File: src/rtl/cmdseq_pkg.sv
package cmdseq_pkg;

    localparam logic [7:0] KEY_BYTE_A     = 8'hAA;
    localparam logic [7:0] KEY_BYTE_B     = 8'h55;
    localparam logic [7:0] OP_READ_ARRAY  = 8'hF0;
    localparam logic [7:0] OP_READ_ID     = 8'h90;
    localparam logic [7:0] OP_READ_STAT   = 8'h70;
    localparam logic [7:0] OP_CLR_STAT    = 8'h50;
    localparam logic [7:0] OP_PROGRAM     = 8'hA0;
    localparam logic [7:0] OP_ERASE_SETUP = 8'h80;
    localparam logic [7:0] OP_LOCK_SETUP  = 8'h60;
    localparam logic [7:0] OP_CHIP        = 8'h10;
    localparam logic [7:0] OP_SECTOR      = 8'h30;
    localparam logic [7:0] OP_LOCK        = 8'h20;
    localparam logic [7:0] OP_UNLOCK      = 8'h40;
    localparam logic [7:0] OP_SUSPEND     = 8'hB0;
    localparam logic [7:0] OP_RESUME      = 8'hD0;

    typedef enum logic [1:0] {
        RD_ARRAY  = 2'b00,
        RD_STATUS = 2'b01,
        RD_ID     = 2'b10
    } rd_mode_t;

    typedef enum logic [3:0] {
        CMD_NONE,
        CMD_RESET,
        CMD_ID,
        CMD_STATUS,
        CMD_CLEAR,
        CMD_PROG,
        CMD_CERASE,
        CMD_SERASE,
        CMD_PROT,
        CMD_UNPROT,
        CMD_SUSP,
        CMD_RESUME
    } cmd_t;

    typedef enum logic [2:0] {
        SEQ_IDLE,
        SEQ_KEY1,
        SEQ_KEY2,
        SEQ_EXT0,
        SEQ_EXT1,
        SEQ_EXT2,
        SEQ_LOAD
    } seq_t;

    typedef enum logic [2:0] {
        CTX_IDLE,
        CTX_PROG,
        CTX_CERASE,
        CTX_SERASE,
        CTX_SUSP,
        CTX_LOCK
    } ctx_t;

    typedef struct packed {
        logic reject;
        logic clear;
        logic resume;
        logic suspend;
        logic unprot;
        logic prot;
        logic serase;
        logic cerase;
        logic prog;
    } evt_t;

endpackage

File: src/rtl/cmdseq_match.sv
module cmdseq_match #(
    parameter int ADDR_W = 20,
    parameter int KEY_W  = 15,
    parameter logic [KEY_W-1:0] KEY_ADDR_A = 15'h5555,
    parameter logic [KEY_W-1:0] KEY_ADDR_B = 15'h2AAA
) (
    input  logic [ADDR_W-1:0] addr,
    input  logic [7:0]        data,
    output logic              hit_first,
    output logic              hit_second,
    output logic              at_cmd_addr
);
    import cmdseq_pkg::*;

    logic [KEY_W-1:0] low_addr;

    assign low_addr    = addr[KEY_W-1:0];
    assign at_cmd_addr = (low_addr == KEY_ADDR_A);
    assign hit_first   = at_cmd_addr && (data == KEY_BYTE_A);
    assign hit_second  = (low_addr == KEY_ADDR_B) && (data == KEY_BYTE_B);

endmodule

File: src/rtl/cmdseq_fsm.sv
module cmdseq_fsm (
    input  logic                clk,
    input  logic                rst_n,
    input  logic                flush,
    input  logic                wr_valid,
    input  logic [7:0]          wr_data,
    input  logic                hit_first,
    input  logic                hit_second,
    input  logic                at_cmd_addr,
    output cmdseq_pkg::cmd_t    cmd
);
    import cmdseq_pkg::*;

    seq_t seq_q, seq_d;
    logic lock_q, lock_d;
    seq_t restart_seq;
    cmd_t restart_cmd;

    // Decode of a write that is not a continuation
    always_comb begin
        restart_seq = hit_first ? SEQ_KEY1 : SEQ_IDLE;
        restart_cmd = CMD_NONE;
        if (!hit_first) begin
            if (wr_data == OP_SUSPEND)
                restart_cmd = CMD_SUSP;
            else if (wr_data == OP_RESUME)
                restart_cmd = CMD_RESUME;
        end
    end

    // Next state and command output
    always_comb begin
        seq_d  = seq_q;
        lock_d = lock_q;
        cmd    = CMD_NONE;
        if (wr_valid) begin
            unique case (seq_q)
                SEQ_IDLE: begin
                    seq_d = restart_seq;
                    cmd   = restart_cmd;
                end
                SEQ_KEY1: begin
                    if (hit_second) begin
                        seq_d = SEQ_KEY2;
                    end else begin
                        seq_d = restart_seq;
                        cmd   = restart_cmd;
                    end
                end
                SEQ_KEY2: begin
                    seq_d = SEQ_IDLE;
                    if (at_cmd_addr && wr_data == OP_READ_ARRAY)
                        cmd = CMD_RESET;
                    else if (at_cmd_addr && wr_data == OP_READ_ID)
                        cmd = CMD_ID;
                    else if (at_cmd_addr && wr_data == OP_READ_STAT)
                        cmd = CMD_STATUS;
                    else if (at_cmd_addr && wr_data == OP_CLR_STAT)
                        cmd = CMD_CLEAR;
                    else if (at_cmd_addr && wr_data == OP_PROGRAM)
                        seq_d = SEQ_LOAD;
                    else if (at_cmd_addr && wr_data == OP_ERASE_SETUP) begin
                        seq_d  = SEQ_EXT0;
                        lock_d = 1'b0;
                    end else if (at_cmd_addr && wr_data == OP_LOCK_SETUP) begin
                        seq_d  = SEQ_EXT0;
                        lock_d = 1'b1;
                    end else begin
                        seq_d = restart_seq;
                        cmd   = restart_cmd;
                    end
                end
                SEQ_EXT0: begin
                    if (hit_first) begin
                        seq_d = SEQ_EXT1;
                    end else begin
                        seq_d = restart_seq;
                        cmd   = restart_cmd;
                    end
                end
                SEQ_EXT1: begin
                    if (hit_second) begin
                        seq_d = SEQ_EXT2;
                    end else begin
                        seq_d = restart_seq;
                        cmd   = restart_cmd;
                    end
                end
                SEQ_EXT2: begin
                    seq_d = SEQ_IDLE;
                    if (!lock_q && at_cmd_addr && wr_data == OP_CHIP)
                        cmd = CMD_CERASE;
                    else if (!lock_q && wr_data == OP_SECTOR)
                        cmd = CMD_SERASE;
                    else if (lock_q && wr_data == OP_LOCK)
                        cmd = CMD_PROT;
                    else if (lock_q && wr_data == OP_UNLOCK)
                        cmd = CMD_UNPROT;
                    else begin
                        seq_d = restart_seq;
                        cmd   = restart_cmd;
                    end
                end
                SEQ_LOAD: begin
                    seq_d = SEQ_IDLE;
                    cmd   = CMD_PROG;
                end
            endcase
        end
    end

    // State register
    always_ff @(posedge clk) begin
        if (!rst_n || flush) begin
            seq_q  <= SEQ_IDLE;
            lock_q <= 1'b0;
        end else begin
            seq_q  <= seq_d;
            lock_q <= lock_d;
        end
    end

endmodule

File: src/rtl/cmdseq_gate.sv
module cmdseq_gate #(
    parameter int ADDR_W = 20,
    parameter int SECT_W = 4,
    localparam int NSECT = 1 << SECT_W
) (
    input  logic                    clk,
    input  logic                    rst_n,
    input  logic                    flush,
    input  cmdseq_pkg::cmd_t        cmd,
    input  logic [ADDR_W-1:0]       wr_addr,
    input  logic                    wp_n,
    input  logic [NSECT-1:0]        prot_mask,
    input  logic                    wsm_done,
    output cmdseq_pkg::evt_t        evt_q,
    output cmdseq_pkg::rd_mode_t    mode_q,
    output logic [ADDR_W-1:0]       tgt_q
);
    import cmdseq_pkg::*;

    ctx_t              ctx_q, ctx_d;
    evt_t              evt_d;
    rd_mode_t          mode_d;
    logic [ADDR_W-1:0] tgt_d;
    logic [SECT_W-1:0] sector;
    logic              sect_locked;
    logic              idle;
    logic              busy;
    logic              ok;

    assign sector      = wr_addr[ADDR_W-1 -: SECT_W];
    assign sect_locked = prot_mask[sector];
    assign idle        = (ctx_q == CTX_IDLE);
    assign busy        = (ctx_q == CTX_PROG) || (ctx_q == CTX_CERASE) ||
                         (ctx_q == CTX_SERASE) || (ctx_q == CTX_LOCK);

    // Permission, context transitions and next outputs
    always_comb begin
        ctx_d  = ctx_q;
        evt_d  = '0;
        mode_d = mode_q;
        tgt_d  = tgt_q;
        ok     = 1'b0;
        if (wsm_done && busy)
            ctx_d = CTX_IDLE;
        unique case (cmd)
            CMD_NONE: ;
            CMD_RESET: begin
                if (idle || ctx_q == CTX_SUSP) begin
                    ok     = 1'b1;
                    mode_d = RD_ARRAY;
                end
            end
            CMD_ID: begin
                if (idle) begin
                    ok     = 1'b1;
                    mode_d = RD_ID;
                end
            end
            CMD_STATUS: begin
                ok     = 1'b1;
                mode_d = RD_STATUS;
            end
            CMD_CLEAR: begin
                if (idle) begin
                    ok          = 1'b1;
                    evt_d.clear = 1'b1;
                end
            end
            CMD_PROG: begin
                if (idle && !sect_locked) begin
                    ok         = 1'b1;
                    evt_d.prog = 1'b1;
                    mode_d     = RD_STATUS;
                    tgt_d      = wr_addr;
                    ctx_d      = CTX_PROG;
                end
            end
            CMD_CERASE: begin
                if (idle) begin
                    ok           = 1'b1;
                    evt_d.cerase = 1'b1;
                    mode_d       = RD_STATUS;
                    tgt_d        = wr_addr;
                    ctx_d        = CTX_CERASE;
                end
            end
            CMD_SERASE: begin
                if (idle && !sect_locked) begin
                    ok           = 1'b1;
                    evt_d.serase = 1'b1;
                    mode_d       = RD_STATUS;
                    tgt_d        = wr_addr;
                    ctx_d        = CTX_SERASE;
                end
            end
            CMD_PROT, CMD_UNPROT: begin
                if (idle && wp_n) begin
                    ok           = 1'b1;
                    evt_d.prot   = (cmd == CMD_PROT);
                    evt_d.unprot = (cmd == CMD_UNPROT);
                    mode_d       = RD_STATUS;
                    tgt_d        = wr_addr;
                    ctx_d        = CTX_LOCK;
                end
            end
            CMD_SUSP: begin
                if (ctx_q == CTX_SERASE) begin
                    ok            = 1'b1;
                    evt_d.suspend = 1'b1;
                    mode_d        = RD_STATUS;
                    ctx_d         = CTX_SUSP;
                end
            end
            CMD_RESUME: begin
                if (ctx_q == CTX_SUSP) begin
                    ok           = 1'b1;
                    evt_d.resume = 1'b1;
                    mode_d       = RD_STATUS;
                    ctx_d        = CTX_SERASE;
                end
            end
            default: ;
        endcase
        if (cmd != CMD_NONE && !ok)
            evt_d.reject = 1'b1;
    end

    // Context register
    always_ff @(posedge clk) begin
        if (!rst_n || flush)
            ctx_q <= CTX_IDLE;
        else
            ctx_q <= ctx_d;
    end

    // Output registers
    always_ff @(posedge clk) begin
        if (!rst_n || flush) begin
            evt_q  <= '0;
            mode_q <= RD_ARRAY;
            tgt_q  <= '0;
        end else begin
            evt_q  <= evt_d;
            mode_q <= mode_d;
            tgt_q  <= tgt_d;
        end
    end

endmodule

File: src/rtl/cmdseq_decoder.sv
module cmdseq_decoder #(
    parameter int ADDR_W = 20,
    parameter int KEY_W  = 15,
    parameter int SECT_W = 4,
    localparam int NSECT = 1 << SECT_W
) (
    input  logic              clk,
    input  logic              rst_n,
    input  logic              pd,
    input  logic              wp_n,
    input  logic [NSECT-1:0]  prot_mask,
    input  logic              wr_valid,
    input  logic [ADDR_W-1:0] wr_addr,
    input  logic [7:0]        wr_data,
    input  logic              wsm_done,
    output logic [1:0]        rd_mode,
    output logic              start_prog,
    output logic              start_chip_erase,
    output logic              start_sect_erase,
    output logic              start_protect,
    output logic              start_unprotect,
    output logic              erase_suspend,
    output logic              erase_resume,
    output logic              status_clear,
    output logic              cmd_reject,
    output logic [ADDR_W-1:0] tgt_addr
);
    import cmdseq_pkg::*;

    logic     hit_first;
    logic     hit_second;
    logic     at_cmd_addr;
    logic     wr_take;
    cmd_t     cmd;
    evt_t     evt;
    rd_mode_t mode;

    assign wr_take = wr_valid && !pd;

    cmdseq_match #(
        .ADDR_W (ADDR_W),
        .KEY_W  (KEY_W)
    ) u_match (
        .addr        (wr_addr),
        .data        (wr_data),
        .hit_first   (hit_first),
        .hit_second  (hit_second),
        .at_cmd_addr (at_cmd_addr)
    );

    cmdseq_fsm u_fsm (
        .clk         (clk),
        .rst_n       (rst_n),
        .flush       (pd),
        .wr_valid    (wr_take),
        .wr_data     (wr_data),
        .hit_first   (hit_first),
        .hit_second  (hit_second),
        .at_cmd_addr (at_cmd_addr),
        .cmd         (cmd)
    );

    cmdseq_gate #(
        .ADDR_W (ADDR_W),
        .SECT_W (SECT_W)
    ) u_gate (
        .clk       (clk),
        .rst_n     (rst_n),
        .flush     (pd),
        .cmd       (cmd),
        .wr_addr   (wr_addr),
        .wp_n      (wp_n),
        .prot_mask (prot_mask),
        .wsm_done  (wsm_done),
        .evt_q     (evt),
        .mode_q    (mode),
        .tgt_q     (tgt_addr)
    );

    assign rd_mode          = mode;
    assign start_prog       = evt.prog;
    assign start_chip_erase = evt.cerase;
    assign start_sect_erase = evt.serase;
    assign start_protect    = evt.prot;
    assign start_unprotect  = evt.unprot;
    assign erase_suspend    = evt.suspend;
    assign erase_resume     = evt.resume;
    assign status_clear     = evt.clear;
    assign cmd_reject       = evt.reject;

endmodule

File: config.mk
export PLATFORM = sky130hd
export DESIGN_NAME = cmdseq_decoder
export DESIGN_NICKNAME = d
export VERILOG_FILES = /design/src/rtl/cmdseq_pkg.sv /design/src/rtl/cmdseq_match.sv /design/src/rtl/cmdseq_fsm.sv /design/src/rtl/cmdseq_gate.sv /design/src/rtl/cmdseq_decoder.sv
export SDC_FILE = /design/constraint.sdc
export NUM_CORES = 1
export LEC_CHECK = 0
export CORE_ASPECT_RATIO = 2
export CORE_UTILIZATION = 45
export CTS_CLUSTER_SIZE = 16
export DETAILED_ROUTE_END_ITERATION = 7
export DONT_BUFFER_PORTS = 1
export PLACE_DENSITY = 0.59
export SYNTH_ARGS = -nofsm -noshare
export SYNTH_HDL_FRONTEND = slang
export SYNTH_HIERARCHICAL = 1
export SYNTH_SLANG_ARGS = --single-unit
export TNS_END_PERCENT = 10
File: constraint.sdc
create_clock -name clk -period 3.5 [get_ports clk]
set_input_delay 0 -clock clk [delete_from_list [all_inputs] [get_ports clk]]
set_output_delay 0 -clock clk [all_outputs]
set_load 0.02 [all_outputs]
# Word-level counts from Yosys, hierarchy flattened
# Cells that the tools add are included.
# totals
reg_bits,38
latch_bits,0
ramBits,0
mem_bits_ro,0
inputBits,50
output_inout_bits,31
elab_cells,189
mem_count,0
# classes
addsub,0
n_mul,0
div_mod_pow,0
order_cmp,1
n_eq_ne,46
shift,0
n_mux,66
bitwise_logic,13
reduce_logical,49
# op_table
cell,n
$mux W4,17
$mux W3,21
$mux W20,3
$pmux W20 S3,1
$eq A8 B8 Y1 const B,7
$eq A8 B7 Y1 const B,5
$pmux W4 S6,1
$pmux W3 S7,1
$logic_and A1 B1 Y1,19
$pmux W3 S6,1
$reduce_or A2 Y1,9
$eq A4 B3 Y1 const B,4
$eq A4 B4 Y1 const B,4
$eq A8 B6 Y1 const B,2
$pmux W2 S8,1
$reduce_and A8 Y1,2
$eq A15 B14 Y1 const B,1
$eq A15 B15 Y1 const B,1
$eq A3 B3 Y1 const B,5
$mux W2,7
$ne A2 B1 Y1 const B,7
$not A1 Y1,13
$eq A3 B2 Y1 const B,4
$mux W1,11
other kinds (16),28

# Depth between registers and ports, before layout
# logic_depth
ltp_word,19
mapped_depth,16
ltp_nobuf,13

# Cells and area by module
# The synthesis kept the hierarchy.
# by_module_without_submodules
mod,n_inst,cells_per_inst,area_each_um2
cmdseq_gate,1,226,1969.4
cmdseq_fsm,1,115,787.0
cmdseq_match,1,18,152.6
cmdseq_decoder,1,1,13.8

# Worst setup path before layout
# No wires, ideal clock.
# synth_timing
path_kind,in2reg
startpoint,in wr_addr[7]
endpoint,reg u_gate.tgt_q[1]
t_arrival_ns,3.231
t_required_ns,3.430
path_slack_ns,0.198
stages,13
path_buffers,2
cell_sequence,or4b_4 nor4_4 or2b_2 nor3_1 a21oi_1 a211oi_1 nor2b_1 buf_2 nand2_1 nor2_1 clkbuf_1 o31ai_1 a21oi_1
# synth_via
elab_chain_len,16
elab_cells_between_ends,42
classes_between,eq/ne: 10; mux: 17; reduce/logical: 15
# synth_lines
item,line,source
from (decl),cmdseq_decoder.sv:13,"input logic [ADDR_W-1:0] wr_addr,"
$eq A15 B15 Y1 (*),cmdseq_match.sv:18,assign at_cmd_addr = (low_addr == KEY_ADDR_A);
via at_cmd_addr,cmdseq_decoder.sv:32,logic at_cmd_addr;
$logic_and A1 B1 Y1,cmdseq_match.sv:19,assign hit_first = at_cmd_addr && (data == KEY_BYTE_A);
$mux W4,cmdseq_fsm.sv:23,if (!hit_first) begin
$mux W4,cmdseq_fsm.sv:65,end else if (at_cmd_addr && wr_data == OP_LOCK_SETUP) begin
$mux W4,cmdseq_fsm.sv:62,else if (at_cmd_addr && wr_data == OP_ERASE_SETUP) begin
$mux W4,cmdseq_fsm.sv:60,else if (at_cmd_addr && wr_data == OP_PROGRAM)
$mux W4,cmdseq_fsm.sv:58,else if (at_cmd_addr && wr_data == OP_CLR_STAT)
[... 2 more ...],--,
$mux W4,cmdseq_fsm.sv:52,if (at_cmd_addr && wr_data == OP_READ_ARRAY)
$pmux W4 S6 (*),cmdseq_fsm.sv:37,unique case (seq_q)
$mux W4 (*),cmdseq_fsm.sv:36,if (wr_valid) begin
via cmd[2],cmdseq_decoder.sv:34,cmd_t cmd;
$eq A4 B4 Y1 or $eq A4 B3 Y1 (tied branches),cmdseq_gate.sv:45,unique case (cmd)
"$reduce_or A2 Y1, on equally long branches",--,
$ne A2 B1 Y1 (no line) or $reduce_bool A3 Y1 (tied branches),--,
$reduce_and A4 Y1 (no line),--,
to (signal assigned),cmdseq_gate.sv:145,tgt_q <= tgt_d;
to (decl),cmdseq_gate.sv:16,output logic [ADDR_W-1:0] tgt_q
# The timed path passes the listed nets; every way through them passes the cells marked *.
# A chain may end at the register's enable or synchronous reset.

# Final worst setup path
# layout_timing
startpoint,reg u_fsm.seq_q[1]
endpoint,reg u_gate.tgt_q[8]
# layout_via
elab_chain_len,8
elab_cells_between_ends,23
classes_between,eq/ne: 14; mux: 3; reduce/logical: 6
# layout_lines
item,line,source
from (decl),cmdseq_fsm.sv:14,"seq_t seq_q, seq_d;"
from (signal assigned),cmdseq_fsm.sv:118,seq_q <= seq_d;
$eq A3 B1 Y1 or $eq A3 B3 Y1 (tied branches),cmdseq_fsm.sv:37,
$reduce_or A2 Y1 (no line),--,
$pmux W4 S6 (*),cmdseq_fsm.sv:37,
$mux W4 (*),cmdseq_fsm.sv:36,
via cmd[2],cmdseq_decoder.sv:34,
$eq A4 B4 Y1 or $eq A4 B3 Y1 (tied branches),cmdseq_gate.sv:45,
"$reduce_or A2 Y1, on equally long branches",--,
$ne A2 B1 Y1 (no line) or $reduce_bool A3 Y1 (tied branches),--,
$reduce_and A4 Y1 (no line),--,
# Marks and branches as above.

==> key figures <==
CTS
  • Clock Tree Root: clkbuf_16
  • CTS Buf Count: 5
  • Latest clock arrival within the worst-skew pair: between 0.2 and 0.3 ns
  • CTS tree: done
  • Sink Count: 38
  • H-tree depth: 2
  • Clock Path Buffers: 2
  • Hold-fix buffers at CTS: 22
  • # Post-CTS Setup Buffers: 0
  • CTS resizes: 0
  • Clock transition at the registers of the reported paths: approximately 0.060 ns

Power
  • Max VDD drop: approximately 0.00019 V
  • Leakage: approximately 1.1 nW
  • Pwr Density: approximately 340 nW/um^2

Worst hold path
  • Hold path cells: 3
  • Worst min path class: primary input to flip-flop

Setup path
  • CP arrival: about 3.4 ns
  • CP cell instances: inv_1 -> or3_1 -> nor3_1 -> a21oi_1 -> a211oi_1 -> nor2b_1 -> buf_4 -> o2111ai_1 -> o32ai_2 -> buf_4 -> o31ai_1 -> a21oi_1
  • Slowest-stage cell, CP: dfxtp_1
  • CP Data Required Time: between 3 and 4 ns
  • Reg2Reg Depth: 12
  • CP Class: flip-flop to flip-flop
  • Crit end category: flip-flop
  • Worst-path fanout max: 20
  • Max stage delay on crit path: between 0.5 and 0.6 ns
  • CP startpoint kind: flip-flop

Routing
  • Drt via density: between 6 and 7
  • Iteration-0 DRC Markers: 184
  • DRC: 0
  • Wire per inst: approximately 21 um
  • Pre-Repair DR Iteration Count: 4
  • Via count: 2,938
  • DRT antenna net count: 0
  • Final wirelength: between 9000 and 10,000 um

Die
  • Top-level port count: 81
  • DIE AREA: around 6800 um^2
  • Initial Util: a little under half
  • Site Rows: slightly above 40
  • Core region area: between 6000 and 7000 um^2
  • Die Span Y: 116.0 um
  • Die X: between 50 and 60 um

Timing
  • Pins Over Slew Limit: 0
  • Max Fclk: roughly 0.32 GHz
  • Setup TNS: 0 ns
  • Finish-stage setup viols: 0
  • Slew headroom: about half
  • Final hold vios: 0
  • Final Cycle Share: between 90% and 100%
  • Worst-margin pin slew: between 0.7 and 0.8 ns
  • Min Hold Slack: about 0.027 ns
  • Clock period minus worst slack: ~3.2 ns
  • Setup Skew: around 0.0045 ns
  • RSZ-0062 raised after global routing: no

Synthesis
  • Main synth FF type: dfxtp_1
  • Asr flop ratio synth: 0%
  • Syn nets: 410
  • Yosys top cell area share: a little over a quarter
  • Yosys reg bits: 38
  • Cells after synthesis: between 300 and 400
  • Synthesized area per cell: around 8.1 um^2
  • Top post-synthesis cells by area: dfxtp_1, a21oi_1, o31ai_1
  • EDFF count, synth: 0
  • Synth Warn #: 6
  • Netlist cell types: between 60 and 70
  • Mapped Area: 2923 um^2
  • Sequential share of the synthesized area: a little over a quarter
  • Synth area leader: dfxtp_1

Place
  • DP HPWL: roughly 7000 um
  • Cells after DPL: around 430
  • Port bufs: 0
  • Gpl congestion: between 1 and 1.5

Finish
  • Final Non-Filler Cells: roughly 460
  • Final Core Density: 53.50%
  • Fin nets: 420
  • Antenna diodes: 0
  • Synth-to-layout area growth: 15.50%
  • Layout cell share with drive strength beyond 1: between 15 and 20%

GRT
  • Largest net degree at the start of global routing: 27
  • Final global-route overflow total: 0
  • GRT Total Usage: between 20% and 30%
  • Initial antenna violation count: 0
  • Global-route wire length before repair: around 15,000 um
  • Vias in the first global route: approximately 2,900

Job
  • Max_cap viols: 0

Outcome
  • Status: complete, no violations
==> worst paths after layout <==
| kind | slack (ns) | endpoint | from |
|---|---|---|---|
| setup / recovery | 0.35 | u_gate/tgt_q[8] | u_fsm/seq_q[1] |
| hold / removal | 0.03 | u_fsm/seq_q[1] | wr_data[4] |
| setup reg to reg | 0.35 | u_gate/tgt_q[8] | u_fsm/seq_q[1] |
| hold reg to reg | 0.57 | u_gate/mode_q[0] | u_gate/mode_q[0] |
==> cells in the mapped netlist (all sizes together), types with 2 or more instances <==
cell type   n
a211oi      4
a21o        3
a21oi      37
a22oi       3
and2        2
and3        2
buf        17
clkbuf     20
dfxtp      38
inv         3
mux2        3
mux2i       6
mux4        2
nand2      24
nand2b     14
nand3      11
nand3b      6
nand4       3
nand4b      2
nor2       22
nor2b      10
nor3       10
nor4        7
nor4bb      4
o211ai     24
o21ai      18
o221ai      2
o22ai       5
o31ai      21
o32ai       4
or2         2
or3         6
or4b        2
xnor2       2
==> layer usage <==
metal	global-route usage (%)	routed length, um	vias up
met4	17.30	436	0
met3	5.692	449	36
met5	0	0	-
met2	55.53	5531	120
met1	29.76	3283	1393
li1	-	-	1389
==> registers in the layout, summed over array words and instances, names as in the netlist <==
register and cells:
u_fsm/seq_q 3, u_fsm/lock_q 1, u_gate/mode_q 2, u_gate/tgt_q 20, u_gate/evt_q 9, u_gate/ctx_q 3
==> per-stage QoR <==
step	cell area, um^2	worst slack [ns]	power (mW)
floorplan	2923	0.1984	0.5298
global placement	2962	0.1273	0.5251
detailed placement	2962	0.1044	0.5254
CTS	3376	0.3598	1.146
global route	3376	0.07185	1.172
finish	3376	0.3487	1.136
==> cells in the final DEF, fill, tap and decap left out, types with 2 or more instances in the layout <==
cell type / instances
nor2_1: 22
and2_1: 2
buf_12: 2
nor3_1: 10
nand3b_1: 6
clkbuf_16: 5
buf_4: 16
o31ai_1: 21
nand3_1: 11
o211ai_2: 8
mux2i_1: 6
mux2_2: 3
o21ai_0: 18
inv_1: 3
nor4bb_1: 4
bufinv_16: 2
nor2b_1: 9
and3_1: 2
nand4_1: 3
a21o_1: 2
a22oi_1: 2
a21oi_1: 37
o211ai_1: 16
or3_1: 6
dlygate4sd3_1: 22
nor4_1: 6
or2_2: 2
xnor2_1: 2
o221ai_1: 2
o32ai_1: 3
nand2b_1: 14
o22ai_1: 4
nand2_1: 24
nand4b_1: 2
a211oi_1: 4
dfxtp_1: 38
mux4_2: 2
==> cell type report <==
cell class	instances	area, um^2
clock inverter	3	68.82
multi-input combinational	282	1922
inverter	3	11.26
tap	86	107.6
clock buffer	5	125.1
fill	592	2934
timing repair buffer	40	380.4
sequential	38	760.7
==> cell families after synthesis <==
family | synth area share, %
AOI/OAI and AO/OA | 32.83
xor gates and xnor gates | 0.5994
buffers and inverters | 8.690
DFF | 26.03
muxes | 4.752
and+or+nand+nor | 27.10
==> critical path, delay by kind of cell (launching register included) <==
family | cells | cell delay [ns]
buf+inv | 3 | 0.64
flops | 1 | 0.54
compound gates | 6 | 1.01
simple gates | 3 | 0.91
==> power by group <==
| part | leakage [nW] | switching (mW) | total, mW | internal (mW) |
|---|---|---|---|---|
| logic | 0.654 | 0.0545 | 0.106 | 0.0517 |
| clock network | 0.0940 | 0.188 | 0.597 | 0.410 |
| registers | 0.306 | 0.000160 | 0.433 | 0.433 |
No activity file was read; power rests on OpenSTA's default activity.
